**src/rtl/wf_pkg.sv**
```systemverilog
package wf_pkg;
  localparam int unsigned BYTE_W  = 8;
  localparam int unsigned FIELD_W = 4;   // status count field width
  localparam int unsigned TRIG_W  = 3;
  localparam int unsigned N_CH    = 2;   // flush channels: 0 rx, 1 tx

  typedef enum logic [1:0] {
    REG_CTRL = 2'd0,
    REG_STAT = 2'd1,
    REG_TXD  = 2'd2,
    REG_RXD  = 2'd3
  } reg_sel_e;

  localparam int unsigned CH_RX = 0;
  localparam int unsigned CH_TX = 1;
endpackage

```
**src/rtl/wf_fifo.sv**
```systemverilog
module wf_fifo #(
  parameter int unsigned DW    = 32,
  parameter int unsigned DEPTH = 8,
  localparam int unsigned AW   = (DEPTH > 1) ? $clog2(DEPTH) : 1,
  localparam int unsigned CW   = $clog2(DEPTH + 1)
) (
  input  logic          clk_i,
  input  logic          rst_ni,
  input  logic          clr_i,
  input  logic          push_i,
  input  logic [DW-1:0] wdata_i,
  input  logic          pop_i,
  output logic [DW-1:0] rdata_o,
  output logic [CW-1:0] count_o,
  output logic          full_o,
  output logic          empty_o
);
  logic [DW-1:0] mem_q [DEPTH];
  logic [AW-1:0] wr_q, rd_q;
  logic [CW-1:0] cnt_q;
  logic          do_push, do_pop;

  function automatic logic [AW-1:0] step(input logic [AW-1:0] p);
    return (p == AW'(DEPTH - 1)) ? '0 : p + 1'b1;
  endfunction

  assign full_o  = (cnt_q == CW'(DEPTH));
  assign empty_o = (cnt_q == '0);
  assign do_push = push_i & ~full_o;
  assign do_pop  = pop_i & ~empty_o;
  assign rdata_o = mem_q[rd_q];
  assign count_o = cnt_q;

  always_ff @(posedge clk_i or negedge rst_ni) begin
    if (!rst_ni) begin
      wr_q  <= '0;
      rd_q  <= '0;
      cnt_q <= '0;
    end else if (clr_i) begin
      wr_q  <= '0;
      rd_q  <= '0;
      cnt_q <= '0;
    end else begin
      if (do_push) wr_q <= step(wr_q);
      if (do_pop)  rd_q <= step(rd_q);
      cnt_q <= cnt_q + CW'(do_push) - CW'(do_pop);
    end
  end

  always_ff @(posedge clk_i) begin
    if (do_push && !clr_i) mem_q[wr_q] <= wdata_i;
  end
endmodule

```
**src/rtl/wf_flush_seq.sv**
```systemverilog
module wf_flush_seq #(
  parameter int unsigned FLUSH_CYC = 2,
  localparam int unsigned FW = $clog2(FLUSH_CYC + 1)
) (
  input  logic clk_i,
  input  logic rst_ni,
  input  logic req_i,
  output logic pend_o,
  output logic done_o
);
  logic          pend_q;
  logic [FW-1:0] cnt_q;

  // done in the last pending cycle; the FIFO clears on that edge
  assign done_o = pend_q && (cnt_q == FW'(FLUSH_CYC - 1));
  assign pend_o = pend_q;

  always_ff @(posedge clk_i or negedge rst_ni) begin
    if (!rst_ni) begin
      pend_q <= 1'b0;
      cnt_q  <= '0;
    end else if (done_o) begin
      pend_q <= 1'b0;
      cnt_q  <= '0;
    end else if (pend_q) begin
      cnt_q  <= cnt_q + 1'b1;
    end else if (req_i) begin
      pend_q <= 1'b1;
      cnt_q  <= '0;
    end
  end
endmodule

```
**src/rtl/wf_ctrl.sv**
```systemverilog
module wf_ctrl
  import wf_pkg::*;
#(
  parameter int unsigned FLUSH_CYC = 2
) (
  input  logic              clk_i,
  input  logic              rst_ni,
  input  logic              wr_i,
  input  logic [7:0]        wdata_i,
  output logic [TRIG_W-1:0] tx_trig_o,
  output logic [TRIG_W-1:0] rx_trig_o,
  output logic [N_CH-1:0]   pend_o,
  output logic [N_CH-1:0]   done_o
);
  always_ff @(posedge clk_i or negedge rst_ni) begin
    if (!rst_ni) begin
      tx_trig_o <= '0;
      rx_trig_o <= '0;
    end else if (wr_i) begin
      tx_trig_o <= wdata_i[7:5];
      rx_trig_o <= wdata_i[4:2];
    end
  end

  // flush bit position equals channel index
  for (genvar ch = 0; ch < N_CH; ch++) begin : g_flush
    wf_flush_seq #(.FLUSH_CYC(FLUSH_CYC)) i_seq (
      .clk_i  (clk_i),
      .rst_ni (rst_ni),
      .req_i  (wr_i & wdata_i[ch]),
      .pend_o (pend_o[ch]),
      .done_o (done_o[ch])
    );
  end
endmodule

```
**src/rtl/wf_tx_unpack.sv**
```systemverilog
module wf_tx_unpack
  import wf_pkg::*;
#(
  parameter int unsigned BYTES = 4,
  localparam int unsigned WW   = BYTES * BYTE_W,
  localparam int unsigned IW   = (BYTES > 1) ? $clog2(BYTES) : 1
) (
  input  logic              clk_i,
  input  logic              rst_ni,
  input  logic              clr_i,
  input  logic              avail_i,
  input  logic [WW-1:0]     word_i,
  output logic              pop_o,
  output logic [BYTE_W-1:0] byte_o,
  output logic              valid_o,
  input  logic              ready_i,
  input  logic              last_i
);
  logic          hold_v_q;
  logic [WW-1:0] hold_w_q;
  logic [IW-1:0] idx_q;

  assign pop_o   = ~hold_v_q & avail_i & ~clr_i;
  assign valid_o = hold_v_q;
  assign byte_o  = hold_w_q[idx_q*BYTE_W +: BYTE_W];

  always_ff @(posedge clk_i or negedge rst_ni) begin
    if (!rst_ni) begin
      hold_v_q <= 1'b0;
      hold_w_q <= '0;
      idx_q    <= '0;
    end else if (clr_i) begin
      hold_v_q <= 1'b0;
      idx_q    <= '0;
    end else if (pop_o) begin
      hold_v_q <= 1'b1;
      hold_w_q <= word_i;
      idx_q    <= '0;
    end else if (hold_v_q && ready_i) begin
      // last byte of transfer drops the rest of the word
      if (last_i || idx_q == IW'(BYTES - 1)) begin
        hold_v_q <= 1'b0;
        idx_q    <= '0;
      end else begin
        idx_q    <= idx_q + 1'b1;
      end
    end
  end
endmodule

```
**src/rtl/wf_rx_pack.sv**
```systemverilog
module wf_rx_pack
  import wf_pkg::*;
#(
  parameter int unsigned BYTES = 4,
  localparam int unsigned WW   = BYTES * BYTE_W,
  localparam int unsigned IW   = (BYTES > 1) ? $clog2(BYTES) : 1
) (
  input  logic              clk_i,
  input  logic              rst_ni,
  input  logic              clr_i,
  input  logic              valid_i,
  input  logic [BYTE_W-1:0] byte_i,
  input  logic              last_i,
  output logic              push_o,
  output logic [WW-1:0]     word_o
);
  logic [WW-1:0] acc_q;
  logic [IW-1:0] idx_q;
  logic          close;

  assign close  = valid_i & (last_i | (idx_q == IW'(BYTES - 1)));
  assign push_o = close & ~clr_i;

  // lanes below idx from the accumulator, lane idx from the input, rest zero
  always_comb begin
    word_o = '0;
    for (int l = 0; l < BYTES; l++) begin
      if (IW'(l) < idx_q)       word_o[l*BYTE_W +: BYTE_W] = acc_q[l*BYTE_W +: BYTE_W];
      else if (IW'(l) == idx_q) word_o[l*BYTE_W +: BYTE_W] = byte_i;
    end
  end

  always_ff @(posedge clk_i or negedge rst_ni) begin
    if (!rst_ni) begin
      acc_q <= '0;
      idx_q <= '0;
    end else if (clr_i) begin
      acc_q <= '0;
      idx_q <= '0;
    end else if (valid_i) begin
      if (close) begin
        acc_q <= '0;
        idx_q <= '0;
      end else begin
        acc_q[idx_q*BYTE_W +: BYTE_W] <= byte_i;
        idx_q <= idx_q + 1'b1;
      end
    end
  end
endmodule

```
**src/rtl/i2c_word_fifo.sv**
```systemverilog
module i2c_word_fifo
  import wf_pkg::*;
#(
  parameter int unsigned DEPTH     = 8,
  parameter int unsigned BYTES     = 4,
  parameter int unsigned FLUSH_CYC = 2,
  localparam int unsigned WW       = BYTES * BYTE_W,
  localparam int unsigned CW       = $clog2(DEPTH + 1)
) (
  input  logic              clk_i,
  input  logic              rst_ni,
  input  logic              bus_valid_i,
  input  logic              bus_write_i,
  input  logic [1:0]        bus_addr_i,
  input  logic [WW-1:0]     bus_wdata_i,
  output logic [WW-1:0]     bus_rdata_o,
  output logic              tx_req_o,
  output logic              rx_req_o,
  output logic              tx_ovf_o,
  output logic              rx_unf_o,
  output logic [BYTE_W-1:0] eng_tx_byte_o,
  output logic              eng_tx_valid_o,
  input  logic              eng_tx_ready_i,
  input  logic              eng_tx_last_i,
  input  logic [BYTE_W-1:0] eng_rx_byte_i,
  input  logic              eng_rx_valid_i,
  input  logic              eng_rx_last_i
);
  reg_sel_e          sel;
  logic              ctrl_wr, tx_wr, rx_rd;
  logic [TRIG_W-1:0] tx_trig, rx_trig;
  logic [N_CH-1:0]   pend, done;
  logic              tx_pend, rx_pend;

  logic [WW-1:0]     tx_word, rx_word, pk_word;
  logic [CW-1:0]     tx_cnt, rx_cnt, tx_free;
  logic              tx_full, tx_empty, rx_full, rx_empty;
  logic              up_pop, pk_push;
  logic              tx_ovf_q, rx_unf_q;
  logic [FIELD_W-1:0] free_f, fill_f;

  assign sel     = reg_sel_e'(bus_addr_i);
  assign ctrl_wr = bus_valid_i &  bus_write_i & (sel == REG_CTRL);
  assign tx_wr   = bus_valid_i &  bus_write_i & (sel == REG_TXD);
  assign rx_rd   = bus_valid_i & ~bus_write_i & (sel == REG_RXD);
  assign tx_pend = pend[CH_TX];
  assign rx_pend = pend[CH_RX];

  wf_ctrl #(.FLUSH_CYC(FLUSH_CYC)) i_ctrl (
    .clk_i     (clk_i),
    .rst_ni    (rst_ni),
    .wr_i      (ctrl_wr),
    .wdata_i   (bus_wdata_i[7:0]),
    .tx_trig_o (tx_trig),
    .rx_trig_o (rx_trig),
    .pend_o    (pend),
    .done_o    (done)
  );

  wf_fifo #(.DW(WW), .DEPTH(DEPTH)) i_tx_fifo (
    .clk_i   (clk_i),
    .rst_ni  (rst_ni),
    .clr_i   (done[CH_TX]),
    .push_i  (tx_wr & ~tx_full),
    .wdata_i (bus_wdata_i),
    .pop_i   (up_pop),
    .rdata_o (tx_word),
    .count_o (tx_cnt),
    .full_o  (tx_full),
    .empty_o (tx_empty)
  );

  wf_tx_unpack #(.BYTES(BYTES)) i_unpack (
    .clk_i   (clk_i),
    .rst_ni  (rst_ni),
    .clr_i   (done[CH_TX]),
    .avail_i (~tx_empty),
    .word_i  (tx_word),
    .pop_o   (up_pop),
    .byte_o  (eng_tx_byte_o),
    .valid_o (eng_tx_valid_o),
    .ready_i (eng_tx_ready_i),
    .last_i  (eng_tx_last_i)
  );

  wf_rx_pack #(.BYTES(BYTES)) i_pack (
    .clk_i   (clk_i),
    .rst_ni  (rst_ni),
    .clr_i   (done[CH_RX]),
    .valid_i (eng_rx_valid_i),
    .byte_i  (eng_rx_byte_i),
    .last_i  (eng_rx_last_i),
    .push_o  (pk_push),
    .word_o  (pk_word)
  );

  // words arriving at a full receive FIFO are dropped
  wf_fifo #(.DW(WW), .DEPTH(DEPTH)) i_rx_fifo (
    .clk_i   (clk_i),
    .rst_ni  (rst_ni),
    .clr_i   (done[CH_RX]),
    .push_i  (pk_push & ~rx_full),
    .wdata_i (pk_word),
    .pop_i   (rx_rd),
    .rdata_o (rx_word),
    .count_o (rx_cnt),
    .full_o  (rx_full),
    .empty_o (rx_empty)
  );

  assign tx_free  = CW'(DEPTH) - tx_cnt;
  assign free_f   = FIELD_W'(tx_free);
  assign fill_f   = FIELD_W'(rx_cnt);
  assign tx_req_o = tx_free > CW'(tx_trig);   // free >= trig + 1
  assign rx_req_o = rx_cnt  > CW'(rx_trig);

  always_comb begin
    bus_rdata_o = '0;
    if (bus_valid_i && !bus_write_i) begin
      case (sel)
        REG_CTRL: bus_rdata_o[7:0] = {tx_trig, rx_trig, tx_pend, rx_pend};
        REG_STAT: bus_rdata_o[7:0] = {free_f, fill_f};
        REG_RXD:  if (!rx_empty) bus_rdata_o = rx_word;
        default:  bus_rdata_o = '0;
      endcase
    end
  end

  always_ff @(posedge clk_i or negedge rst_ni) begin
    if (!rst_ni) begin
      tx_ovf_q <= 1'b0;
      rx_unf_q <= 1'b0;
    end else begin
      tx_ovf_q <= tx_wr & tx_full;
      rx_unf_q <= rx_rd & rx_empty;
    end
  end

  assign tx_ovf_o = tx_ovf_q;
  assign rx_unf_o = rx_unf_q;
endmodule

```
**config.mk**
```make
export PLATFORM = sky130hd
export DESIGN_NAME = i2c_word_fifo
export DESIGN_NICKNAME = d
export VERILOG_FILES = /design/src/rtl/wf_pkg.sv /design/src/rtl/wf_fifo.sv /design/src/rtl/wf_flush_seq.sv /design/src/rtl/wf_ctrl.sv /design/src/rtl/wf_tx_unpack.sv /design/src/rtl/wf_rx_pack.sv /design/src/rtl/i2c_word_fifo.sv
export SDC_FILE = /design/constraint.sdc
export NUM_CORES = 1
export LEC_CHECK = 0
export CAP_MARGIN = 20
export CORE_MARGIN = 2
export CORE_UTILIZATION = 30
export CTS_CLUSTER_SIZE = 28
export DETAILED_ROUTE_END_ITERATION = 6
export DONT_BUFFER_PORTS = 1
export GPL_ROUTABILITY_DRIVEN = 0
export PLACE_DENSITY = 0.52
export SETUP_SLACK_MARGIN = 0.4
export SYNTH_ARGS = -nofsm -noshare
export SYNTH_HDL_FRONTEND = slang
export SYNTH_SLANG_ARGS = --single-unit
```
**constraint.sdc**
```tcl
create_clock -name clk_i -period 7.25 [get_ports clk_i]
set_clock_uncertainty 0.1 [all_clocks]
set_input_delay 1.0875 -clock clk_i [delete_from_list [all_inputs] [get_ports clk_i]]
set_output_delay 1.0875 -clock clk_i [all_outputs]
set_load 0.05 [all_outputs]
```
* After elaboration in Yosys (flattened, before gate mapping) *
Memories as Yosys holds them, arrays and structs flattened. A register that Yosys moved wholly into a read port is not among the register bits.
Cells that the tools add are included.

word-level totals
  register bits = 71
  memory bits (writable) = 512
  bits in read-only memories = 0
  output and inout port bits = 45
  bits in latches = 0
  memories kept = 2

memories
  name             depth  width  read ports  clocked after memory_dff  wr ports  line           RTL
  i_rx_fifo.mem_q  8      32     1           0                         1         wf_fifo.sv:18  logic [DW-1:0] mem_q [DEPTH];
  i_tx_fifo.mem_q  8      32     1           1                         1         wf_fifo.sv:18

operators by class
  add/subtract/negate cells = 14
  div/mod/pow operators = 0
  multiply operators = 0
  order comparisons = 6
  reductions and logical operators = 26
  mux-type cells = 57
  shifts and indexed selects = 3
  bitwise gates (word level) = 28
  eq/ne operators = 16

operators with widths
  operator                                               count
  2-to-1 mux 32 bit                                      5
  2-to-1 mux 8 bit                                       8
  2-to-1 mux 3 bit                                       12
  negation 5 -> 34 bit                                   1
  variable shift 8 x 34 -> 32 bit, first input constant  1
  variable part select 8 x 34 -> 32 bit                  1
  bitwise mux 32 bit                                     1
  variable part select 32 x 6 -> 8 bit                   1
  2-to-1 mux 2 bit                                       13
  2-to-1 mux 24 bit                                      1
  case mux 8 bit (3 select lines)                        1
  bitwise AND 1 bit                                      19
  2-to-1 mux 1 bit                                       14
  adder 3 x 1 -> 3 bit, second input constant            4
  equality test 3 bit, second input constant             4
  nonzero test 3 bit                                     4
  nonzero test 2 bit                                     5
  adder 2 x 1 -> 2 bit, second input constant            4
  adder 4 x 1 -> 4 bit                                   2
  equality test 2 bit, second input constant             4
  equality test 4 bit, second input constant             2
  greater-than comparator 4 x 3 -> 1 bit                 2
  zero test 4 bit                                        2
  2-to-1 mux 4 bit                                       2
  14 further kinds                                       37

* Longest topological paths before layout *
Gate-level depths: netlist of run 1.

  depth in word-level cells = 9
  gate-level depth with buffers = 14
  depth with buffers taken out = 12

* Hierarchy *
Synthesis of run 1 repeated with hierarchy kept, for this count alone.

second synthesis, totals
  cells, all modules = 1,283
  area total of the unflattened synthesis = 25,004.0 um^2

modules (own cells, without submodules)
  module               times used  cells each  area each (um^2)
  wf_fifo (i_rx_fifo)  1           450         10,413.7
  wf_fifo (i_tx_fifo)  1           446         10,296.1
  wf_tx_unpack         1           94          1,574.0
  wf_rx_pack           1           150         1,466.4
  i2c_word_fifo        1           104         719.4
  wf_flush_seq         2           12          133.9
  wf_ctrl              1           15          266.5

* Worst setup path after synthesis of run 1 *
OpenSTA, ideal clock, no wires.

  kind = input to register
  start = input port eng_rx_valid_i
  end = memory i_rx_fifo.mem_q[1][0] (enable)
  setup slack = 2,623 ps
  path buffers = 1
  cell stages on the path = 5
  data required time = 6,689 ps
  arrival = 4,066 ps
  cells stage by stage = buf_2 > o21ai_4 > a31oi_2 > nand3_1 > nor3_1

on the way
  word-level cells in the longest chain between the ends = 7

RTL lines
  element                                 line                  RTL
  start, declared                         i2c_word_fifo.sv:26   input logic eng_rx_valid_i,
  bitwise AND 1 bit                       wf_rx_pack.sv:21      assign close = valid_i & (last_i | (idx_q == IW'(BYTES - 1)));
  bitwise AND 1 bit                       wf_rx_pack.sv:22      assign push_o = close & ~clr_i;
  bitwise AND 1 bit                       i2c_word_fifo.sv:102  .push_i (pk_push & ~rx_full),
  bitwise AND 1 bit                       wf_fifo.sv:29         assign do_push = push_i & ~full_o;
  logical AND 1 bit                       wf_fifo.sv:51         if (do_push && !clr_i) mem_q[wr_q] <= wdata_i;
  2-to-1 mux 1 bit                        wf_fifo.sv:51
  2-to-1 mux 1 bit (implied by the code)  wf_fifo.sv:51
  end, declared                           wf_fifo.sv:18

No other way between the ends.

* Worst setup path after layout of run 1 *
  start = register i_rx_fifo.rd_q[0]
  end = output port bus_rdata_o[13]

on the way
  word-level cells in the longest chain between the ends = 4

RTL lines
  element                   line                  RTL
  start, declared           wf_fifo.sv:19         logic [AW-1:0] wr_q, rd_q;
  start signal, assigned    wf_fifo.sv:45         if (do_pop) rd_q <= step(rd_q);
  memory read (8 x 32 bit)  -
  2-to-1 mux 32 bit         i2c_word_fifo.sv:123  REG_RXD: if (!rx_empty) bus_rdata_o = rx_word;
  2-to-1 mux 24 bit         i2c_word_fifo.sv:120  case (sel)
  2-to-1 mux 32 bit         i2c_word_fifo.sv:119  if (bus_valid_i && !bus_write_i) begin
  end, declared             i2c_word_fifo.sv:16   output logic [WW-1:0] bus_rdata_o,

No other way between the ends.

==> results of run 1 <==
## per-stage QoR
step           utilization, %  hold slack, ns  instances  worst slack [ns]
2_1_floorplan               -          0.3517       1290             2.623
3_3_place_gp            32.00          0.3647       2313             2.942
3_5_place_dp            32.00          0.3764       2313             2.913
4_1_cts                 34.91         0.03127       2436             2.483
5_1_grt                 34.91         0.03026       2436             2.335
6_report                34.91         0.06023       2436             2.636
## cells in the mapped netlist (2+ instances only)
| master | n |
|---|---|
| sky130_fd_sc_hd__nor2b_1 | 8 |
| sky130_fd_sc_hd__buf_1 | 3 |
| sky130_fd_sc_hd__o32ai_1 | 3 |
| sky130_fd_sc_hd__nor2_1 | 87 |
| sky130_fd_sc_hd__o22ai_1 | 2 |
| sky130_fd_sc_hd__edfxtp_1 | 512 |
| sky130_fd_sc_hd__fa_1 | 2 |
| sky130_fd_sc_hd__nand2b_1 | 10 |
| sky130_fd_sc_hd__a22oi_1 | 6 |
| sky130_fd_sc_hd__ha_1 | 37 |
| sky130_fd_sc_hd__a22o_1 | 32 |
| sky130_fd_sc_hd__inv_1 | 23 |
| sky130_fd_sc_hd__or2_2 | 5 |
| sky130_fd_sc_hd__buf_6 | 7 |
| sky130_fd_sc_hd__and2_1 | 14 |
| sky130_fd_sc_hd__xnor2_1 | 5 |
| sky130_fd_sc_hd__o21ai_0 | 11 |
| sky130_fd_sc_hd__a21oi_1 | 50 |
| sky130_fd_sc_hd__mux2_2 | 10 |
| sky130_fd_sc_hd__nand2_1 | 42 |
| sky130_fd_sc_hd__o21ai_1 | 8 |
| sky130_fd_sc_hd__nand3b_1 | 7 |
| sky130_fd_sc_hd__nand3_1 | 4 |
| sky130_fd_sc_hd__nand4b_1 | 2 |
| sky130_fd_sc_hd__clkbuf_1 | 16 |
| sky130_fd_sc_hd__o211ai_1 | 5 |
| sky130_fd_sc_hd__dfrtp_1 | 95 |
| sky130_fd_sc_hd__nor3_1 | 8 |
| sky130_fd_sc_hd__or3_1 | 4 |
| sky130_fd_sc_hd__mux4_2 | 131 |
| sky130_fd_sc_hd__mux2i_1 | 83 |
| sky130_fd_sc_hd__buf_2 | 31 |
| sky130_fd_sc_hd__buf_4 | 7 |
| sky130_fd_sc_hd__a21o_1 | 2 |
| sky130_fd_sc_hd__xor2_1 | 2 |
| sky130_fd_sc_hd__o21a_1 | 2 |
## path summary, 6_finish.rpt
| check | from | endpoint | slack, ns | cells past startpoint |
|---|---|---|---|---|
| setup / recovery | i_rx_fifo.rd_q[0]$_DFFE_PN0P_ | bus_rdata_o[13] | 2.64 | 4 |
| max in group asynchronous | rst_ni | i_rx_fifo.rd_q[0]$_DFFE_PN0P_ | 6.73 | 0 |
| setup reg to reg | i_pack.idx_q[1]$_DFFE_PN0P_ | i_rx_fifo.mem_q[2][0]$_DFFE_PP_ | 3.43 | 6 |
| min in group clk_i | i_pack.acc_q[6]$_DFFE_PN0P_ | i_pack.acc_q[6]$_DFFE_PN0P_ | 0.38 | 2 |
| hold / removal | rst_ni | i_unpack.hold_w_q[16]$_DFFE_PN0P_ | 0.06 | 0 |
| hold reg to reg | i_pack.acc_q[6]$_DFFE_PN0P_ | i_pack.acc_q[6]$_DFFE_PN0P_ | 0.38 | 2 |
## report_power, final
part / internal [mW] / total (mW) / switching, mW
Combinational: 1.16 / 2.65 / 1.49
Clock: 2.17 / 3.58 / 1.42
Sequential: 4.27 / 4.69 / 0.417
Total: 7.60 / 10.9 / 3.32
## sequential cells by signal (all words and copies together) (netlist names), 4 cells and up
name / flops
i_unpack.hold_w_q: 32
i_tx_fifo.mem_q: 256
i_rx_fifo.mem_q: 256
i_rx_fifo.count_o: 4
i_tx_fifo.count_o: 4
i_ctrl.g_flush.i_seq.cnt_q: 4
i_pack.acc_q: 24
## cell families after synthesis
kind of cell | after synthesis
muxes | 224
and+or+nand+nor | 198
AOI/OAI and AO/OA | 127
xor gates and xnor gates | 7
DFF | 607
buffers and inverters | 88
adders and majority gates | 39
## layer usage
layer	global-route usage, %	up-vias
met2	20.88	199
met1	17.82	6353
met5	0	-
li1	-	5198
met3	3.551	83
met4	3.634	0
## critical path, delay by kind of cell, from the launching register on
| family | cells | cell delay (ns) |
|---|---|---|
| buffers and inverters | 1 | 0.56 |
| flip-flops | 1 | 1.07 |
| multiplexers | 2 | 0.41 |
| AND/OR/NAND/NOR | 1 | 0.75 |
## area by class of cell
cell class,count,area [um2]
Multi-Input combinational cell,595,6389
Clock buffer,82,1775
Sequential cell,607,17760
Timing Repair Buffer,28,210.2
Fill cell,7519,52430
Tap cell,1060,1326
Inverter,23,86.33
Clock inverter,41,566.8
==> run summary, run 1 <==
ROUTING
-----------------------------------------------------------------------------------------------------------------
Overall via count from detail_route                                                                         11830
Total detailed-routing wirelength                                                                        54260 um
Antenna Nets Post-Route                                                                                         0
Sum of met3 wire segment lengths after detailed routing                                                   2915 um
Met2 routed wirelength                                                                                   25940 um
Initial DRC Count                                                                                             810
Detailed-route wire length per cell                                                                      22.27 um
Vias per cell                                                                                               4.858
Top routing layer used                                                                                       met4
DR pass1 iterations                                                                                             4
Metal1 wirelength                                                                                        24340 um
Number of DRC violations after detailed routing                                                                 0

TIMING
-----------------------------------------------------------------------------------------------------------------
Share of the clock period used by the worst path after layout                                              63.64%
Final Setup Violations                                                                                          0
Worst-Margin Slew                                                                                        1.037 ns
Max frequency                                                                                           216.7 MHz
Normalized max-slew margin                                                                                 30.88%
Unrepaired setup endpoints after global routing                                                                no
Post-layout min period                                                                                   4.614 ns
Final sum of negative setup slack                                                                            0 ns
Fin. Hold Viols                                                                                                 0
Count of pins over their slew limit                                                                             0

JOB
-----------------------------------------------------------------------------------------------------------------
Number of max-cap violations                                                                                    0

GLOBAL ROUTE
-----------------------------------------------------------------------------------------------------------------
Initial antenna violation count                                                                                 0
First-pass GRT wire length                                                                               81130 um
Total congestion overflow after global routing                                                                  0
GRT Resource Usage Total                                                                                   13.16%
Pin count of the biggest net entering global routing                                                           96
Number of global-route vias before repair                                                                   12530

WORST SETUP PATH
-----------------------------------------------------------------------------------------------------------------
Maximum single-stage delay on the critical path                                                           1.07 ns
Critical path required time                                                                               6.06 ns
Type of the worst setup path                                                                              reg2out
Slowest stage cell on the critical path                                                              sky130_fd_sc_hd__dfrtp_4
Critical path, cell by cell                                                                          buf_4, mux4_2, mux2i_1, nor2_1
Arrival time worst endpoint                                                                               3.43 ns
Capturing element type of the critical path                                                          primary output
Crit start category                                                                                          flop
Worst-path fanout max                                                                                          46

SYNTHESIS
-----------------------------------------------------------------------------------------------------------------
Post-synth top flop                                                                                  sky130_fd_sc_hd__edfxtp_1
Area fraction in compound gates after synthesis                                                            3.429%
Number of unique standard cell types used by synthesis                                                         50
Simple-gate portion of the synthesized area                                                                3.885%
Multiplexer fraction of the synthesized cell area                                                          15.93%
Count of synthesis-stage warnings from yosys                                                                    0
Combinational family with the most area after synthesis                                              multiplexers
Arithmetic-cell share of the synthesized area counting full adders, half adders and majority gates         2.057%
Async set-or-reset flop fraction in the synthesized netlist                                                15.65%
Cells after synthesis                                                                                        1290
Ranking of synthesized cells by area                                                                 sky130_fd_sc_hd__edfxtp_1, sky130_fd_sc_hd__mux4_2, sky130_fd_sc_hd__dfrtp_1, sky130_fd_sc_hd__mux2i_1, sky130_fd_sc_hd__ha_1
Dominant cell type by area after synthesis                                                           sky130_fd_sc_hd__edfxtp_1
Count of flip-flops with a built-in enable after synthesis                                                    512
Net count after synthesis                                                                                    1379
Post-synthesis instance area                                                                          0.02445 mm2
Post-synthesis sequential area ratio                                                                       72.61%
Post-synthesis area per instance                                                                        18.95 um2
Fraction of synthesized cell area in xor and xnor cells                                                   0.2508%
#FFs+latches synth                                                                                            607
Yosys top cell area share                                                                                  62.89%

FLOORPLAN
-----------------------------------------------------------------------------------------------------------------
Die area                                                                                              0.08379 mm2
Core region area                                                                                      0.08055 mm2
Initial Utilization                                                                                        30.35%
Die span in y                                                                                            289.5 um
Number of placement rows                                                                                      104
Floorplan die width                                                                                      289.5 um
I/O pin cnt                                                                                                    95

CLOCKING
-----------------------------------------------------------------------------------------------------------------
Clock buffer count from CTS                                                                                    67
Deepest level of the CTS H-tree                                                                                 3
Post-cts resize count                                                                                           0
Hold buffers post-CTS                                                                                           0
Clock Tree Root                                                                                      sky130_fd_sc_hd__clkbuf_16
Maximum root-to-sink buffer count                                                                               3
CTS tree                                                                                                      yes
Post-CTS setup repair buffer count                                                                              0
Sink count of the clock tree                                                                                  607
Clock input transition at the sequential cells of the worst setup and hold paths                          0.06 ns
Worst-Skew Late Latency                                                                                   0.62 ns

PWR
-----------------------------------------------------------------------------------------------------------------
Pwr Total                                                                                                10.92 mW
IR Drop Worst-Case VDD                                                                                  0.2126 mV
Power per standard cell area                                                                         388.4 mW/mm2
Leakage power of the design                                                                              9.296 nW

FINISH
-----------------------------------------------------------------------------------------------------------------
Most common cell after layout, fill and taps aside                                                   sky130_fd_sc_hd__edfxtp_1
Final instance area                                                                                   0.02812 mm2
Area overhead of the layout relative to synthesis                                                          15.02%
Commonest cells after routing, fill and taps aside                                                   sky130_fd_sc_hd__edfxtp_1, sky130_fd_sc_hd__mux4_2, sky130_fd_sc_hd__dfrtp_1
Final #Nets                                                                                                  1411
Layout cells sized above 1                                                                                 22.38%
Antenna fix cells                                                                                               0

PLACEMENT
-----------------------------------------------------------------------------------------------------------------
Dpl cell area                                                                                         0.02578 mm2
# port buffers                                                                                                  0
Post-DP HPWL                                                                                             31980 um

HOLD PATH
-----------------------------------------------------------------------------------------------------------------
Worst hold-check path type                                                                               in2async

OUTCOME
-----------------------------------------------------------------------------------------------------------------
Status                                                                                               finished, final reports clean

No activity file was read; power rests on OpenSTA's default activity.
==> run 2, diff against run 1 <==
ABC_AREA = 1   (was default)
clock period = 4.5 ns   (was 7.25 ns; I/O delays follow)
==> run 2 against run 1 <==
Setup slack worse by 1.8 ns. Global-route usage is 1.7 points higher. Via count is 39% higher. Final area is 4.6% higher. Wire length is 21% higher. Sequential power is 54% higher. Worst hold slack worse by 0.0081 ns. Critical path depth is 5 higher. Sequential cell count stayed put. Synthesized area is 4.7% higher. Critical endpoint is now bus_rdata_o[2]. Largest cell class unchanged. Highest routed layer is now met5.
==> run summary, run 2 <==
OUTCOME
-----------------------------------------------------------------------------------------------
Status                                                                             finished, final reports clean

PWR
-----------------------------------------------------------------------------------------------
Power per standard cell area                                                       616.7 mW/mm2
Leakage power of the design                                                            10.81 nW
IR Drop Worst-Case VDD                                                                0.4844 mV

TIMING
-----------------------------------------------------------------------------------------------
Max frequency                                                                         271.0 MHz
Share of the clock period used by the worst path after layout                            82.01%
Smallest setup slack after layout                                                     0.8094 ns
Normalized max-slew margin                                                               29.85%
Worst-Margin Slew                                                                      1.041 ns
Count of pins over their slew limit                                                           0
Fin. Hold Viols                                                                               0
Unrepaired setup endpoints after global routing                                              no
Final Setup Violations                                                                        0
Post-layout min period                                                                 3.691 ns
Final sum of negative setup slack                                                          0 ns

CLOCKING
-----------------------------------------------------------------------------------------------
Clock Tree Root                                                                    sky130_fd_sc_hd__clkbuf_16
Deepest level of the CTS H-tree                                                               3
Maximum root-to-sink buffer count                                                             3
Clock buffer count from CTS                                                                  68
CTS tree                                                                                    yes
Clock input transition at the sequential cells of the worst setup and hold paths        0.06 ns
Worst-Skew Late Latency                                                                 0.61 ns
Sink count of the clock tree                                                                607

SYNTHESIS
-----------------------------------------------------------------------------------------------
Count of flip-flops with a built-in enable after synthesis                                  512
Net count after synthesis                                                                  2312
#FFs+latches synth                                                                          607
Number of unique standard cell types used by synthesis                                       39
Library cell with the highest instance count after synthesis                       sky130_fd_sc_hd__edfxtp_1
Ranking of synthesized cells by area                                               sky130_fd_sc_hd__edfxtp_1, sky130_fd_sc_hd__dfrtp_1, sky130_fd_sc_hd__nor2_1, sky130_fd_sc_hd__o21ai_0, sky130_fd_sc_hd__nand2_1
Post-synthesis area per instance                                                      11.51 um2
Yosys top cell area share                                                                60.09%
Post-synth top flop                                                                sky130_fd_sc_hd__edfxtp_1
Dominant cell type by area after synthesis                                         sky130_fd_sc_hd__edfxtp_1
Count of synthesis-stage warnings from yosys                                                  0
Cells after synthesis                                                                      2223
Async set-or-reset flop fraction in the synthesized netlist                              15.65%
Post-synthesis sequential area ratio                                                     69.39%
Top post-synthesis cells by count                                                  sky130_fd_sc_hd__edfxtp_1, sky130_fd_sc_hd__nor2_1, sky130_fd_sc_hd__o21ai_0
Post-synthesis instance area                                                        0.02558 mm2

WORST SETUP PATH
-----------------------------------------------------------------------------------------------
Type of the worst setup path                                                            reg2out
Reg-to-reg critical path startpoint                                                i_pack.idx_q[0]$_DFFE_PN0P_
Length in cells of the worst reg-to-reg path                                                  8
Worst R2R Setup Slack                                                                   1.00 ns
Worst-path fanout max                                                                        52
Arrival time worst endpoint                                                             2.92 ns
Crit start category                                                                        flop
End of the worst register-to-register path                                         i_rx_fifo.mem_q[4][13]$_DFFE_PP_
Capturing element type of the critical path                                        primary output
Critical path required time                                                             3.72 ns

FINISH
-----------------------------------------------------------------------------------------------
Commonest cells after routing, fill and taps aside                                 sky130_fd_sc_hd__edfxtp_1, sky130_fd_sc_hd__nor2_1, sky130_fd_sc_hd__o21ai_0
Area overhead of the layout relative to synthesis                                        15.00%
Most common cell after layout, fill and taps aside                                 sky130_fd_sc_hd__edfxtp_1
Final #Nets                                                                                2341
Layout cells sized above 1                                                               10.66%
Regs by FF count                                                                   i_rx_fifo.mem_q: 256 flops, i_tx_fifo.mem_q: 256 flops, i_unpack.hold_w_q: 32 flops
Antenna fix cells                                                                             0

FLOORPLAN
-----------------------------------------------------------------------------------------------
Die area                                                                            0.08763 mm2
I/O pin cnt                                                                                  95
Floorplan die width                                                                    296.0 um
Die span in y                                                                          296.0 um
Initial Utilization                                                                      30.14%
Number of placement rows                                                                    107
Core region area                                                                    0.08488 mm2

GLOBAL ROUTE
-----------------------------------------------------------------------------------------------
First-pass GRT wire length                                                             99110 um
GRT Resource Usage Total                                                                 14.91%
Pin count of the biggest net entering global routing                                         99
Initial antenna violation count                                                               2
Total congestion overflow after global routing                                                0
Number of global-route vias before repair                                                 16070

ROUTING
-----------------------------------------------------------------------------------------------
Detailed-route wire length per cell                                                    18.99 um
Antenna Nets Post-Route                                                                       0
Number of DRC violations after detailed routing                                               0
DR pass1 iterations                                                                           5
Vias per cell                                                                             4.776
Initial DRC Count                                                                          1125
Overall via count from detail_route                                                       16480
Total detailed-routing wirelength                                                      65540 um

HOLD PATH
-----------------------------------------------------------------------------------------------
Cell count of the worst hold path                                                             0
Min-Delay Startpoint                                                               bus_wdata_i[24]
Worst hold-check path type                                                               in2reg
Worst-case hold path end point                                                     i_tx_fifo.mem_q[3][24]$_DFFE_PP_

PLACEMENT
-----------------------------------------------------------------------------------------------
Pre-CTS WS                                                                            0.9734 ns
Post-DP HPWL                                                                           39230 um
# port buffers                                                                                0

JOB
-----------------------------------------------------------------------------------------------
Number of max-cap violations                                                                  0

run 2: changes by cell type after synthesis, sizes merged, moves of 14 or more:
cell,before,now
o211ai,5,32
nand2,42,242
inv,23,180
nand3,4,133
o22ai,2,49
buf,48,73
mux2i,83,0
o21ai,20,348
mux4,131,0
and2,14,0
clkbuf,17,48
nor2,87,397
a22o,32,1
run 2: logic make-up after synthesis:
kind of cell | Yosys count | share of synthesized area [%]
AND/OR/NAND/NOR | 780 | 12.37
flip-flops | 607 | 69.39
AO/OA/AOI/OAI | 484 | 10.30
buffers and inverters | 301 | 5.463
adder cells (fa/ha/maj) | 39 | 1.966
multiplexers | 10 | 0.4401
XOR/XNOR | 2 | 0.06848
run 2: power breakdown:
part / internal, mW / switching, mW
registers: 6.77 / 0.425
clock network: 3.38 / 2.32
logic: 1.50 / 3.75
run 2: what timing repair did:
action / CTS / global route
buffers inserted: 0 / 0
hold buffers: 2 / 0
hold endpoints to repair: 95 / 0
resized for setup: 0 / 0
run 2: layout make-up:
type	count	area (um2)
tap	1144	1431
inverter	180	679.4
fill	8352	55460
clock inverter	44	551.8
timing repair buffer	80	673.1
clock buffer	81	1770
multi-input combinational	1315	6555
sequential	607	17760
run 2: worst max-delay path, stage by stage, from the launching register on:
cell and delay, ns:
sky130_fd_sc_hd__dfrtp_4 0.71, sky130_fd_sc_hd__clkinv_2 0.17, sky130_fd_sc_hd__buf_4 0.49, sky130_fd_sc_hd__nand2_1 0.09
sky130_fd_sc_hd__nand2_1 0.08, sky130_fd_sc_hd__nand2_1 0.05, sky130_fd_sc_hd__nand3_1 0.14, sky130_fd_sc_hd__nand3_1 0.11
sky130_fd_sc_hd__a21oi_1 0.17, sky130_fd_sc_hd__buf_4 0.25
run 2: metal layers:
layer | GRT usage [%] | part of all wire, % | vias to the layer above
met3 | 3.927 | 6.2 | 99
met5 | 0 | 0.046 | -
met1 | 19.86 | 45 | 8234
li1 | - | - | 7811
met2 | 23.69 | 47 | 335
met4 | 4.829 | 2.4 | 4
run 2: worst max-delay path by stage:
stage	start	end	slack (ns)	depth (start not counted)
after global routing	i_rx_fifo.rd_q[0]$_DFFE_PN0P_	bus_rdata_o[6]	0.64	8
after floorplan	bus_write_i	i_tx_fifo.mem_q[0][0]$_DFFE_PP_	1.38	6
after CTS	i_rx_fifo.rd_q[0]$_DFFE_PN0P_	bus_rdata_o[2]	0.79	9
final	i_rx_fifo.rd_q[0]$_DFFE_PN0P_	bus_rdata_o[2]	0.81	9
after detailed placement	i_pack.idx_q[0]$_DFFE_PN0P_	i_rx_fifo.mem_q[4][16]$_DFFE_PP_	0.97	8
after global placement	i_pack.idx_q[0]$_DFFE_PN0P_	i_rx_fifo.mem_q[4][16]$_DFFE_PP_	1.11	8
run 2: through the flow:
step	cells	cell area (um2)	power (mW)	hold WS, ns	util (%)
after global routing	3451	29420	19.18	0.02675	34.66
after floorplan	2223	25580	11.08	0.2794	-
after CTS	3449	29400	18.30	0.01791	34.63
final	3451	29420	18.14	0.05210	34.66
after detailed placement	3322	27040	12.55	0.3032	31.85
after global placement	3322	27040	12.45	0.3032	31.85
==> run 3, diff against run 2 <==
ABC_AREA = 0   (was 1)
clock period = 3.6 ns   (was 4.5 ns; I/O delays follow)
==> run 3 against run 2 <==
Final area decreased by 0.48%. Register-to-register slack worse by 0.28 ns. Power is 22% higher. Sequential power grew 29%. Utilization is 1.7 points higher. First-iteration DRC count decreased by 23%. Sequential share of layout area is 0.32 points higher. Sequential cell count stayed put. Critical path depth decreased by 3. Final cell count decreased by 26%. Clock power rose by 21%.
==> run summary, run 3 (synthesis gave the netlist of run 1 again) <==
TIMING
-----------------------------------------------------------------------------------------------
Unrepaired setup endpoints after global routing                                             yes
Smallest setup slack after layout                                                     0.4683 ns
Normalized max-slew margin                                                               35.04%
Max frequency                                                                         319.3 MHz
Fin. Hold Viols                                                                               0
Share of the clock period used by the worst path after layout                            86.99%
Post-layout min period                                                                 3.132 ns
Count of pins over their slew limit                                                           0
Final Setup Violations                                                                        0
Hold WS                                                                              0.06638 ns
Worst-Margin Slew                                                                     0.9744 ns
Final sum of negative setup slack                                                          0 ns

WORST SETUP PATH
-----------------------------------------------------------------------------------------------
Critical path required time                                                             2.96 ns
Worst-path fanout max                                                                        13
Critical path, cell by cell                                                        buf_12, buf_16, mux4_2, mux2i_1, o32ai_4, buf_6
Capturing element type of the critical path                                        primary output
Type of the worst setup path                                                            reg2out
Slowest stage cell on the critical path                                            sky130_fd_sc_hd__mux4_2
Maximum single-stage delay on the critical path                                         0.50 ns
Crit start category                                                                        flop
Arrival time worst endpoint                                                             2.49 ns

PWR
-----------------------------------------------------------------------------------------------
Leakage power of the design                                                            9.824 nW
Clock network fraction of design power                                                    31.0%
Pwr Total                                                                              22.21 mW
Relative contribution of combinational cells to total power                               27.1%
Power spent charging and discharging nets                                              6.863 mW
Sequential power share                                                                    41.9%
Int Power                                                                              15.35 mW
IR Drop Worst-Case VDD                                                                0.3268 mV
Net Sw Frac                                                                              30.90%
Power per standard cell area                                                       758.6 mW/mm2

FINISH
-----------------------------------------------------------------------------------------------
Most common cell after layout, fill and taps aside                                 sky130_fd_sc_hd__edfxtp_1
Regs by FF count                                                                   i_rx_fifo.mem_q: 256 flops, i_tx_fifo.mem_q: 256 flops, i_unpack.hold_w_q: 32 flops
Area occupied by multi-input gates                                                 0.006482 mm2
Area taken by flip-flops and latches                                                0.01777 mm2
Layout cells sized above 1                                                               25.74%
Layout filler cell count                                                                   7416
Number of standard cells in the layout, taps in and fillers out                            2540
Area overhead of the layout relative to synthesis                                        19.77%
Commonest cells after routing, fill and taps aside                                 sky130_fd_sc_hd__edfxtp_1, sky130_fd_sc_hd__mux4_2, sky130_fd_sc_hd__dfrtp_1
Final #Nets                                                                                1514
Antenna fix cells                                                                             0
Final instance area                                                                 0.02928 mm2
Final core utilization                                                                   36.35%

CLOCKING
-----------------------------------------------------------------------------------------------
Deepest level of the CTS H-tree                                                               3
Sink count of the clock tree                                                                607
Clock buffer count from CTS                                                                  69
Clock Tree Root                                                                    sky130_fd_sc_hd__clkbuf_16
Maximum root-to-sink buffer count                                                             3
CTS tree                                                                                    yes
Worst-Skew Late Latency                                                                 0.60 ns
Clock input transition at the sequential cells of the worst setup and hold paths        0.06 ns

GLOBAL ROUTE
-----------------------------------------------------------------------------------------------
Number of global-route vias before repair                                                 13010
Total congestion overflow after global routing                                                0
Initial antenna violation count                                                               0
GRT Resource Usage Total                                                                 13.67%
Pin count of the biggest net entering global routing                                         96
First-pass GRT wire length                                                             84700 um

ROUTING
-----------------------------------------------------------------------------------------------
Vias per cell                                                                             4.852
Antenna Nets Post-Route                                                                       0
Initial DRC Count                                                                           861
Overall via count from detail_route                                                       12330
Number of DRC violations after detailed routing                                               0
DR pass1 iterations                                                                           5
Detailed-route wire length per cell                                                    22.32 um
Total detailed-routing wirelength                                                      56690 um

PLACEMENT
-----------------------------------------------------------------------------------------------
# port buffers                                                                                0
Placed cells                                                                               2358
Dpl cell area                                                                       0.02632 mm2
Post-DP HPWL                                                                           32830 um
Pre-CTS WS                                                                            0.6586 ns

FLOORPLAN
-----------------------------------------------------------------------------------------------
Core region area                                                                    0.08055 mm2
Number of placement rows                                                                    104
Initial Utilization                                                                      30.35%
Die span in y                                                                          289.5 um
Floorplan die width                                                                    289.5 um
Die area                                                                            0.08379 mm2
I/O pin cnt                                                                                  95

JOB
-----------------------------------------------------------------------------------------------
Number of max-cap violations                                                                  0

HOLD PATH
-----------------------------------------------------------------------------------------------
Worst hold-check path type                                                               in2reg

OUTCOME
-----------------------------------------------------------------------------------------------
Status                                                                             finished, final reports clean

## run 3: layout make-up
type	instances	area share [%]
flip-flops and latches	607	60.69
repair buffers	129	4.649
clock buffers	95	6.504
inverters	23	0.2948
multi-input cells	595	22.14
clock inverters	31	1.196
well taps	1060	4.530
## run 3: timing repair
| action | CTS | global route |
|---|---|---|
| hold buffers | 44 | 0 |
| buffers inserted | 7 | 5 |
| pin swaps | 0 | 3 |
| hold endpoints to repair | 383 | 0 |
| endpoints found under the setup margin | 33 | 12 |
| gates resized for setup | 18 | 13 |
## run 3: power groups by stage
stage | sequential [mW] | clock [mW] | combinational, mW
after floorplan | 9.02 | 0 | 4.59
after global placement | 9.54 | 0 | 5.56
after detailed placement | 9.56 | 0 | 5.64
after CTS | 9.36 | 7.05 | 6.00
after global routing | 9.40 | 7.31 | 6.58
final | 9.30 | 6.89 | 6.03
## run 3: routing by layer
layer	vias up	share of wire [%]	global-route usage, %	routed length (um)
li1	5420	-	-	-
met1	6568	45	18.95	25670
met2	265	48	21.82	27080
met3	72	5.1	2.614	2865
met4	0	1.9	4.162	1074
met5	-	0	0	0
## run 3: worst paths after layout
path / slack (ns) / depth (start not counted) / to / startpoint
hold / removal: 0.07 / 2 / rx_unf_o$_DFF_PN0_ / bus_addr_i[0]
max in group asynchronous: 2.42 / 2 / i_rx_fifo.rd_q[1]$_DFFE_PN0P_ / rst_ni
setup / recovery: 0.47 / 6 / bus_rdata_o[7] / i_rx_fifo.rd_q[0]$_DFFE_PN0P_
hold reg to reg: 0.38 / 2 / i_pack.acc_q[5]$_DFFE_PN0P_ / i_pack.acc_q[5]$_DFFE_PN0P_
setup reg to reg: 0.72 / 6 / i_rx_fifo.mem_q[1][30]$_DFFE_PP_ / i_pack.idx_q[1]$_DFFE_PN0P_
min in group asynchronous: 0.39 / 2 / i_unpack.hold_w_q[16]$_DFFE_PN0P_ / rst_ni
## run 3: critical path: cells and delay by family, from the launching register on
kind,cells,cell delay [ns]
buffers and inverters,3,0.51
DFF,1,0.42
AOI/OAI and AO/OA,1,0.19
muxes,2,0.76
